<file path="config.mk">
export PLATFORM = sky130hd
export DESIGN_NAME = lenient_cond_select
export DESIGN_NICKNAME = d
export VERILOG_FILES = /design/src/rtl/lsel_pkg.sv /design/src/rtl/lsel_neg_stage.sv /design/src/rtl/lsel_mul_pipe.sv /design/src/rtl/lsel_select.sv /design/src/rtl/lenient_cond_select.sv
export SDC_FILE = /design/constraint.sdc
export NUM_CORES = 1
export LEC_CHECK = 0
export BUFFER_PORTS_ARGS = -buffer_cell sky130_fd_sc_hd__buf_2
export CAP_MARGIN = 10
export CORE_MARGIN = 4
export CORE_UTILIZATION = 56
export DETAILED_ROUTE_END_ITERATION = 10
export PLACE_DENSITY = 0.78
export REMOVE_ABC_BUFFERS = 1
export SETUP_SLACK_MARGIN = 0.4
export SKIP_LAST_GASP = 1
export SYNTH_ARGS = -nofsm -noshare
export SYNTH_HDL_FRONTEND = slang
export SYNTH_SLANG_ARGS = --single-unit
</file>
<file path="constraint.sdc">
create_clock -name clk -period 5.25 [get_ports clk]
set_input_delay 0 -clock clk [delete_from_list [all_inputs] [get_ports clk]]
set_output_delay 0 -clock clk [all_outputs]
set_load 0.005 [all_outputs]
</file>
<file path="src/rtl/lsel_pkg.sv">
package lsel_pkg;
  localparam int DEF_WIDTH   = 16;
  localparam int DEF_MUL_LAT = 3;

  typedef enum logic [1:0] {
    PICK_NONE = 2'd0,
    PICK_NEG  = 2'd1,
    PICK_MUL  = 2'd2
  } pick_t;
endpackage

</file>
<file path="src/rtl/lsel_neg_stage.sv">
module lsel_neg_stage #(
  parameter int WIDTH = 16
) (
  input  logic             clk,
  input  logic             rst,
  input  logic             in_valid,
  output logic             in_ready,
  input  logic [WIDTH-1:0] in_x,
  output logic             out_valid,
  input  logic             out_ready,
  output logic             out_pred,
  output logic [WIDTH-1:0] out_neg
);
  logic             vld_q;
  logic             pred_q;
  logic [WIDTH-1:0] neg_q;

  assign in_ready  = !vld_q || out_ready;
  assign out_valid = vld_q;
  assign out_pred  = pred_q;
  assign out_neg   = neg_q;

  always_ff @(posedge clk) begin
    if (rst) begin
      vld_q  <= 1'b0;
      pred_q <= 1'b0;
      neg_q  <= '0;
    end else if (in_ready) begin
      vld_q <= in_valid;
      if (in_valid) begin
        pred_q <= ($signed(in_x) > $signed({WIDTH{1'b0}}));
        neg_q  <= (~in_x) + {{(WIDTH-1){1'b0}}, 1'b1};
      end
    end
  end

  AST_NEG_HOLD: assert property (@(posedge clk) disable iff (rst)
    (out_valid && !out_ready) |=> (out_valid && $stable(out_neg) && $stable(out_pred)));
endmodule

</file>
<file path="src/rtl/lsel_mul_pipe.sv">
module lsel_mul_pipe #(
  parameter int WIDTH  = 16,
  parameter int STAGES = 3
) (
  input  logic             clk,
  input  logic             rst,
  input  logic             in_valid,
  output logic             in_ready,
  input  logic [WIDTH-1:0] in_a,
  input  logic [WIDTH-1:0] in_b,
  output logic             out_valid,
  input  logic             out_ready,
  output logic [WIDTH-1:0] out_p
);
  localparam int PW = 2 * WIDTH;

  logic [STAGES-1:0] vld_q;
  logic [STAGES:0]   adv;
  logic [WIDTH-1:0]  a_q, b_q;
  logic [WIDTH-1:0]  prod_q [STAGES];
  logic [PW-1:0]     full_prod;

  assign adv[STAGES] = out_ready;
  assign full_prod   = {{WIDTH{1'b0}}, a_q} * {{WIDTH{1'b0}}, b_q};

  // stage 0 latches the operands
  assign adv[0] = !vld_q[0] || adv[1];
  always_ff @(posedge clk) begin
    if (rst) begin
      vld_q[0] <= 1'b0;
      a_q      <= '0;
      b_q      <= '0;
    end else if (adv[0]) begin
      vld_q[0] <= in_valid;
      if (in_valid) begin
        a_q <= in_a;
        b_q <= in_b;
      end
    end
  end
  assign prod_q[0] = '0;

  for (genvar s = 1; s < STAGES; s++) begin : g_stage
    assign adv[s] = !vld_q[s] || adv[s+1];
    always_ff @(posedge clk) begin
      if (rst) begin
        vld_q[s]  <= 1'b0;
        prod_q[s] <= '0;
      end else if (adv[s]) begin
        vld_q[s] <= vld_q[s-1];
        if (vld_q[s-1]) begin
          if (s == 1) prod_q[s] <= full_prod[WIDTH-1:0];
          else        prod_q[s] <= prod_q[s-1];
        end
      end
    end
  end

  assign in_ready  = adv[0];
  assign out_valid = vld_q[STAGES-1];
  assign out_p     = prod_q[STAGES-1];

  AST_MUL_HOLD: assert property (@(posedge clk) disable iff (rst)
    (out_valid && !out_ready) |=> (out_valid && $stable(out_p)));
  AST_MUL_TAKE: assert property (@(posedge clk) disable iff (rst)
    (in_valid && in_ready) |=> vld_q[0]);
endmodule

</file>
<file path="src/rtl/lsel_select.sv">
module lsel_select
  import lsel_pkg::*;
#(
  parameter int WIDTH   = 16,
  parameter int MUL_LAT = 3
) (
  input  logic             clk,
  input  logic             rst,
  input  logic             n_valid,
  output logic             n_ready,
  input  logic             n_pred,
  input  logic [WIDTH-1:0] n_neg,
  input  logic             m_valid,
  output logic             m_ready,
  input  logic [WIDTH-1:0] m_prod,
  output logic             y_valid,
  input  logic             y_ready,
  output logic [WIDTH-1:0] y_data
);
  localparam int DW = $clog2(MUL_LAT + 2);
  localparam logic [DW-1:0] DEBT_MAX = DW'(MUL_LAT);

  pick_t           pick;
  logic [DW-1:0]   debt_q;
  logic            out_free;
  logic            drop_old;
  logic            head_pair;
  logic            debt_inc;
  logic            yv_q;
  logic [WIDTH-1:0] yd_q;

  assign out_free  = !yv_q || y_ready;
  // a waiting product with no debt belongs to the token at the head of the short path
  assign head_pair = m_valid && (debt_q == '0);
  assign drop_old  = m_valid && (debt_q != '0);

  always_comb begin
    pick = PICK_NONE;
    if (n_valid && out_free) begin
      if (n_pred)         pick = PICK_NEG;
      else if (head_pair) pick = PICK_MUL;
    end
  end

  assign n_ready  = (pick != PICK_NONE);
  assign m_ready  = drop_old || (pick == PICK_MUL) || ((pick == PICK_NEG) && head_pair);
  assign debt_inc = (pick == PICK_NEG) && !head_pair;

  always_ff @(posedge clk) begin
    if (rst) begin
      debt_q <= '0;
    end else begin
      case ({debt_inc, drop_old})
        2'b10:   debt_q <= debt_q + 1'b1;
        2'b01:   debt_q <= debt_q - 1'b1;
        default: debt_q <= debt_q;
      endcase
    end
  end

  always_ff @(posedge clk) begin
    if (rst) begin
      yv_q <= 1'b0;
      yd_q <= '0;
    end else if (pick != PICK_NONE) begin
      yv_q <= 1'b1;
      yd_q <= (pick == PICK_NEG) ? n_neg : m_prod;
    end else if (y_ready) begin
      yv_q <= 1'b0;
    end
  end

  assign y_valid = yv_q;
  assign y_data  = yd_q;

  AST_Y_HOLD: assert property (@(posedge clk) disable iff (rst)
    (y_valid && !y_ready) |=> (y_valid && $stable(y_data)));
  AST_DEBT_BOUND: assert property (@(posedge clk) disable iff (rst)
    debt_q <= DEBT_MAX);
  AST_DEBT_ALIGN: assert property (@(posedge clk) disable iff (rst)
    (m_valid && debt_q == '0) |-> n_valid);
  AST_DROP_DONE: assert property (@(posedge clk) disable iff (rst)
    (drop_old && !debt_inc) |=> (debt_q == $past(debt_q) - 1'b1));
endmodule

</file>
<file path="src/rtl/lenient_cond_select.sv">
module lenient_cond_select
  import lsel_pkg::*;
#(
  parameter int WIDTH   = DEF_WIDTH,
  parameter int MUL_LAT = DEF_MUL_LAT
) (
  input  logic             clk,
  input  logic             rst,
  input  logic             x_valid,
  output logic             x_ready,
  input  logic [WIDTH-1:0] x_data,
  input  logic             b_valid,
  output logic             b_ready,
  input  logic [WIDTH-1:0] b_data,
  output logic             y_valid,
  input  logic             y_ready,
  output logic [WIDTH-1:0] y_data
);
  logic             neg_in_rdy, mul_in_rdy, both_rdy, pair_go;
  logic             n_valid, n_ready, n_pred;
  logic [WIDTH-1:0] n_neg;
  logic             m_valid, m_ready;
  logic [WIDTH-1:0] m_prod;

  assign both_rdy = neg_in_rdy && mul_in_rdy;
  assign x_ready  = b_valid && both_rdy;
  assign b_ready  = x_valid && both_rdy;
  assign pair_go  = x_valid && b_valid && both_rdy;

  lsel_neg_stage #(.WIDTH(WIDTH)) neg_i (
    .clk(clk), .rst(rst),
    .in_valid(pair_go), .in_ready(neg_in_rdy), .in_x(x_data),
    .out_valid(n_valid), .out_ready(n_ready),
    .out_pred(n_pred), .out_neg(n_neg)
  );

  lsel_mul_pipe #(.WIDTH(WIDTH), .STAGES(MUL_LAT)) mul_i (
    .clk(clk), .rst(rst),
    .in_valid(pair_go), .in_ready(mul_in_rdy), .in_a(x_data), .in_b(b_data),
    .out_valid(m_valid), .out_ready(m_ready), .out_p(m_prod)
  );

  lsel_select #(.WIDTH(WIDTH), .MUL_LAT(MUL_LAT)) sel_i (
    .clk(clk), .rst(rst),
    .n_valid(n_valid), .n_ready(n_ready), .n_pred(n_pred), .n_neg(n_neg),
    .m_valid(m_valid), .m_ready(m_ready), .m_prod(m_prod),
    .y_valid(y_valid), .y_ready(y_ready), .y_data(y_data)
  );

  AST_PAIR_JOIN: assert property (@(posedge clk) disable iff (rst)
    (x_valid && x_ready) |-> (b_valid && b_ready));
  AST_SHORT_FILL: assert property (@(posedge clk) disable iff (rst)
    (x_valid && x_ready) |=> n_valid);
endmodule

</file>
==> results of run 1 <==
[worst reg2reg max path, stage by stage, from the launching register on]
cell and delay [ns]:
dfxtp_4 0.39, buf_6 0.12, nand2_2 0.06, fa_1 0.51, fa_1 0.57, fa_1 0.45, fa_1 0.51, inv_1 0.05
fa_1 0.47, inv_1 0.05, fa_1 0.49, inv_2 0.05, ha_4 0.22, a21o_1 0.22, a221oi_2 0.34, buf_4 0.17
xor2_1 0.16, nor2_1 0.07, a21oi_2 0.13, nor2_1 0.06
[where the power goes]
group | leakage (nW) | switching, mW | internal [mW]
Sequential | 0.861 | 0.0320 | 0.821
Clock | 0.140 | 0.342 | 0.333
Combinational | 3.13 | 0.151 | 0.117
[synth_stat cells, drive strengths merged, types with 2 or more instances]
cell	count	area, sq um
xnor2	35	322
nand2	250	946
nand3	21	105
nor4	3	18.8
nand2b	5	31.3
dfxtp	105	2100
or4	2	15.0
nor3	6	30.0
a211oi	2	15.0
or3	2	12.5
inv	116	435
nor2b	2	12.5
xor2	16	148
a21oi	93	469
nor2	35	134
clkbuf	35	131
o21a	4	30.0
a311oi	16	140
buf	22	134
a21o	3	22.5
o21ai	9	45.0
nand3b	2	15.0
and2	75	474
fa	81	1620
ha	51	638
[cells by family after synthesis]
group / after synthesis / synth area share (%)
xor+xnor: 52 / 6.06
compound gates: 132 / 9.42
buf+inv: 173 / 8.64
flops: 105 / 25.9
simple gates: 403 / 22.1
fa+ha+maj: 132 / 27.9
[what timing repair did]
| item | in CTS | in global routing |
|---|---|---|
| buffers inserted | 11 | 2 |
| endpoints found under the hold margin | 42 | 0 |
| resized for setup | 58 | 17 |
| hold buffers | 33 | 0 |
| setup endpoints to repair | 6 | 7 |
| pin swaps | 40 | 16 |
[area by class of cell]
class	instances	area, sq um
inverters	116	435
clock inverters	7	61.3
repair buffers	147	1070
diodes	2	5.00
clock buffers	9	225
fillers	1117	4400
well taps	180	225
multi-input cells	719	5480
flip-flops and latches	105	2140
[state kept, by name, summed over array words and instances, names as in the netlist]
| name | flops |
|---|---|
| mul_i.a_q | 16 |
| mul_i.b_q | 16 |
| mul_i.out_p | 16 |
| mul_i.out_valid | 1 |
| mul_i.prod_q | 16 |
| mul_i.vld_q | 2 |
| neg_i.out_neg | 16 |
| neg_i.out_pred | 1 |
| neg_i.out_valid | 1 |
| sel_i.debt_q | 3 |
| sel_i.y_data | 16 |
| sel_i.y_valid | 1 |
[layout by cell type (no fill, tap or decap), types with 9 or more instances in the layout]
cell	netlist	routed
a21oi_1	92	88
nand2_1	247	245
ha_1	51	43
nand3_1	21	21
inv_1	116	109
and2_1	72	68
a311oi_1	16	16
fa_1	81	75
xnor2_1	33	33
buf_2	14	54
dlygate4sd3_1	0	33
xor2_1	15	15
nor2_1	34	34
dfxtp_1	105	89
clkbuf_16	0	9
dfxtp_2	0	10
buf_4	3	54
[metal layers]
| layer | vias up | part of all wire, % | global-route usage (%) |
|---|---|---|---|
| li1 | 3312 | - | - |
| met1 | 3444 | 42 | 33.8 |
| met2 | 220 | 49 | 44.1 |
| met3 | 59 | 4.8 | 5.23 |
| met4 | 0 | 3.6 | 12.2 |
| met5 | - | 0 | 0 |
[worst paths after layout]
path | startpoint | end | cells after the start
worst max-delay path | mul_i.b_q[1]$_SDFFE_PP0P_ | mul_i.prod_q[29]$_SDFFE_PP0P_ | 19
worst min-delay path | x_valid | neg_i.out_neg[10]$_SDFFE_PP0P_ | 4
worst max register to register | mul_i.b_q[1]$_SDFFE_PP0P_ | mul_i.prod_q[29]$_SDFFE_PP0P_ | 19
worst min register to register | neg_i.out_neg[7]$_SDFFE_PP0P_ | neg_i.out_neg[7]$_SDFFE_PP0P_ | 2
==> results.cfg, run 1 <==
[clock_network]
root_buffer = clkbuf_16
path_clk_slew_ns = 0.08
clock_path_buffers = 2
cts.sinks = 105
ctsHtreeMaxLevel = 3
cts_tree = built
numCtsBuffers = 9
clock_latency_ns = 0.37

[sta]
finalWorstSetupSlack_ns = 0.00987
worst_slew_pin_slew_ns = 1.18
clock_skew_ns = 0.0134
slew_viol_final = 0
rsz0062_at_grt = yes
fin_crit_sh_pct = 99.8
maxSlewHeadroom_pct = 21.6
post-route-min-period_ns = 5.24
final_hold_viol_count = 0
finalSetupTns_ns = 0
setup_viol_count_final = 0
maxClockFrequency_mhz = 191
fin_hold_ws_ns = 0.261

[global_routing]
grtUsageTotal_pct = 26.7
grt_pass1_vias = 7161
grt-ovfl-total = 0
grt_max_degree = 106
grt_pass1_wl_microns = 34800
grt_antenna_before_repair = 0

[job]
maxCapViolCount = 0

[worst_hold_path]
hold_class = input port to flip-flop

[floorplanning]
initial_core_util_pct = 57.8
dieArea_sq_mm = 0.0165
rows = 43
die_w_microns = 128
ios = 56
core_sq_mm = 0.0140
die_y_microns = 128

[drt]
wirelength_microns = 21300
drt_iter0_drc = 601
num_vias = 7035
ant_nets = 0
via_per_inst = 5.47
wl_per_cell_microns = 16.6
dr.pass1.iters = 6
remaining_drc_errors = 0

[setup_path]
path_cells = buf_6 > nand2_2 > fa_1 > fa_1 > fa_1 > fa_1 > inv_1 > fa_1 > inv_1 > fa_1 > inv_2 > ha_4 > a21o_1 > a221oi_2 > buf_4 > xor2_1 > nor2_1 > a21oi_2 > nor2_1
crit_slowest_cell = fa_1
crit_type = flip-flop to flip-flop
crit_buf_inv = 5
crit_path_end_kind = flip-flop
crit_required_ns = 5.47
crit_fanout = 6
worst-endpoint-arrival_ns = 5.46
max_stage_delay_ns = 0.57
start_kind = flip-flop
critPathTopFamily = adder cells
crit_path_frequent_cell = fa_1
worst-r2r-setup-slack_ns = 0.01

[synth]
ys.flop_type = dfxtp_1
postSynthCellCount = 997
synth_edf_count = 0
netlist_area_sq_mm = 0.00811
synth_area_per_cell_sq_um = 8.14
netlist-cell-type-count = 42
yosys_warnings = 0
ys_async_sr_fraction_pct = 0
synth_seq_cells = 105
seq_area_frac_synth_pct = 25.9

[status]
status = completed

[place]
port_buffers = 55
place_area_sq_mm = 0.00868
placed_cells = 1219
dp_hpwl_microns = 14800
gp_congestion = 0.913
place_ws_ns = -0.204

[final_layout]
drive_above_1_share_pct = 17.7
design_area_sq_mm = 0.00964
fin_util_pct = 68.7
fin_nets = 1267
syn_to_final_growth_pct = 18.9
fin_cells = 1285

[pwr]
report.power.total_mw = 1.80
p_per_area_mw_per_mm2 = 186
p_leak_nw = 4.13
vdd_drop_max_mv = 0.185
Power figures use the tool's default switching activity.
==> inputs of run 2 (changes only) <==
- CORE_ASPECT_RATIO: not set -> 2
- SKIP_CTS_REPAIR_TIMING: not set -> 1
==> run 2 against run 1 <==
Against the previous run: total power grew 2.0%; sequential power down 0.5%; clock power rose by 4.0%; largest power group unchanged; the run now ends with hold timing left; fmax is 0.30% higher; die area rose by 0.71%; register-to-register slack improved by 0.02 ns; sequential cell count unchanged.
==> results.cfg, run 2 (synthesis gave the netlist of run 1 again) <==
[drt]
ant_nets = 0
remaining_drc_errors = 0
wl_per_cell_microns = 17.0
via_per_inst = 5.49
dr.pass1.iters = 5
wirelength_microns = 21900
drt_iter0_drc = 460
num_vias = 7088

[sta]
setup_viol_count_final = 0
finalSetupTns_ns = 0
final_hold_viol_count = 1
maxSlewHeadroom_pct = 26.3
fin_crit_sh_pct = 99.5
slew_viol_final = 0
worst_slew_pin_slew_ns = 1.11
post-route-min-period_ns = 5.22
fin_hold_ws_ns = -0.0197
maxClockFrequency_mhz = 191
rsz0062_at_grt = yes
clock_skew_ns = 0.0120

[place]
port_buffers = 55
gp_congestion = 0.963
dp_hpwl_microns = 16300

[global_routing]
grt_antenna_before_repair = 0
grt_max_degree = 106
grt_pass1_wl_microns = 33300
grt-ovfl-total = 0
grt_pass1_vias = 6883
grtUsageTotal_pct = 25.9

[clock_network]
cts_tree = built
clock_path_buffers = 2
path_clk_slew_ns = 0.08
numCtsBuffers = 9
cts.sinks = 105
clock_latency_ns = 0.36
ctsHtreeMaxLevel = 3
root_buffer = clkbuf_16

[setup_path]
worst-r2r-setup-slack_ns = 0.03
ff2ff_path_depth = 18
r2r-end = mul_i.prod_q[31]$_SDFFE_PP0P_
crit_required_ns = 5.53
worst-endpoint-arrival_ns = 5.51
crit_fanout = 7
crit_path_end_kind = flip-flop
r2r_start = mul_i.a_q[5]$_SDFFE_PP0P_
crit_type = flip-flop to flip-flop
start_kind = flip-flop

[worst_hold_path]
whs_endpoint = sel_i.y_valid$_SDFFE_PP0P_
worstHoldStart = y_ready
hold-path-cell-count = 3
hold_class = input port to flip-flop

[pwr]
p_per_area_mw_per_mm2 = 188
vdd_drop_max_mv = 0.212
p_leak_nw = 4.16

[final_layout]
fin_nets = 1263
final_cell_mix = nand2_1 (247), inv_1 (109), a21oi_1 (88)
fin_util_pct = 68.3
layout_commonest_cell = nand2_1
nFillCells = 1137
syn_to_final_growth_pct = 20.2
diodes = 0
drive_above_1_share_pct = 19.0

[floorplanning]
initial_core_util_pct = 56.8
ios = 56
die_y_microns = 178
core_sq_mm = 0.0143
dieArea_sq_mm = 0.0166
rows = 62
die_w_microns = 93.1

[status]
violations = hold timing
status = finished, violations left

[job]
maxCapViolCount = 0
-- run 2: final cells by class --
| type | count | area (sq um) | share of cell area (%) |
|---|---|---|---|
| clock buffers | 9 | 225 | 2.31 |
| clock inverters | 7 | 91.3 | 0.936 |
| inverters | 116 | 435 | 4.46 |
| multi-input cells | 719 | 5550 | 56.9 |
| flip-flops and latches | 105 | 2140 | 22.0 |
| well taps | 192 | 240 | 2.46 |
| repair buffers | 143 | 1060 | 10.9 |
-- run 2: per-layer routing --
layer | track usage (%) | up-vias | share of wire (%)
met5 | 0 | - | 0
met4 | 18.7 | 0 | 8.6
met3 | 3.42 | 114 | 4.2
met2 | 48.9 | 254 | 55
met1 | 24.9 | 3419 | 32
li1 | - | 3301 | -
-- run 2: worst max path at each step --
| stage | cells after the start | from | to |
|---|---|---|---|
| floorplan | 17 | mul_i.b_q[1]$_SDFFE_PP0P_ | mul_i.prod_q[31]$_SDFFE_PP0P_ |
| global placement | 19 | mul_i.b_q[1]$_SDFFE_PP0P_ | mul_i.prod_q[31]$_SDFFE_PP0P_ |
| detailed placement | 19 | mul_i.b_q[1]$_SDFFE_PP0P_ | mul_i.prod_q[31]$_SDFFE_PP0P_ |
| CTS | 19 | mul_i.b_q[1]$_SDFFE_PP0P_ | mul_i.prod_q[31]$_SDFFE_PP0P_ |
| global route | 18 | mul_i.a_q[5]$_SDFFE_PP0P_ | mul_i.prod_q[31]$_SDFFE_PP0P_ |
| finish | 18 | mul_i.a_q[5]$_SDFFE_PP0P_ | mul_i.prod_q[31]$_SDFFE_PP0P_ |
-- run 2: power by group --
part,total (mW),internal [mW],switching [mW]
Sequential,0.849,0.820,0.0284
Clock,0.701,0.345,0.356
Combinational,0.283,0.124,0.159
-- run 2: critical path, cell delays in order, from the launching register on --
cell     delay [ns]
dfxtp_2        0.38
buf_6          0.16
nand2_1        0.08
fa_1           0.54
fa_1           0.51
inv_1          0.05
fa_1           0.48
fa_1           0.56
inv_1          0.06
fa_1           0.50
fa_2           0.42
xor2_4         0.18
xnor2_2        0.14
xnor2_1        0.14
xnor2_1        0.22
xnor3_2        0.35
xnor2_2        0.16
nand2_1        0.07
a21oi_2        0.14
-- run 2: stage by stage --
step	worst slack, ns	instances	hold WS (ns)	cell area, sq um	total power [mW]
floorplan	0.0854	940	0.0624	7850	0.982
global placement	-0.314	1235	0.241	8740	1.10
detailed placement	-0.349	1235	0.247	8740	1.10
CTS	-0.398	1251	-0.130	9050	1.79
global route	-0.119	1291	0.000576	9750	1.90
finish	0.0257	1291	-0.0197	9750	1.83
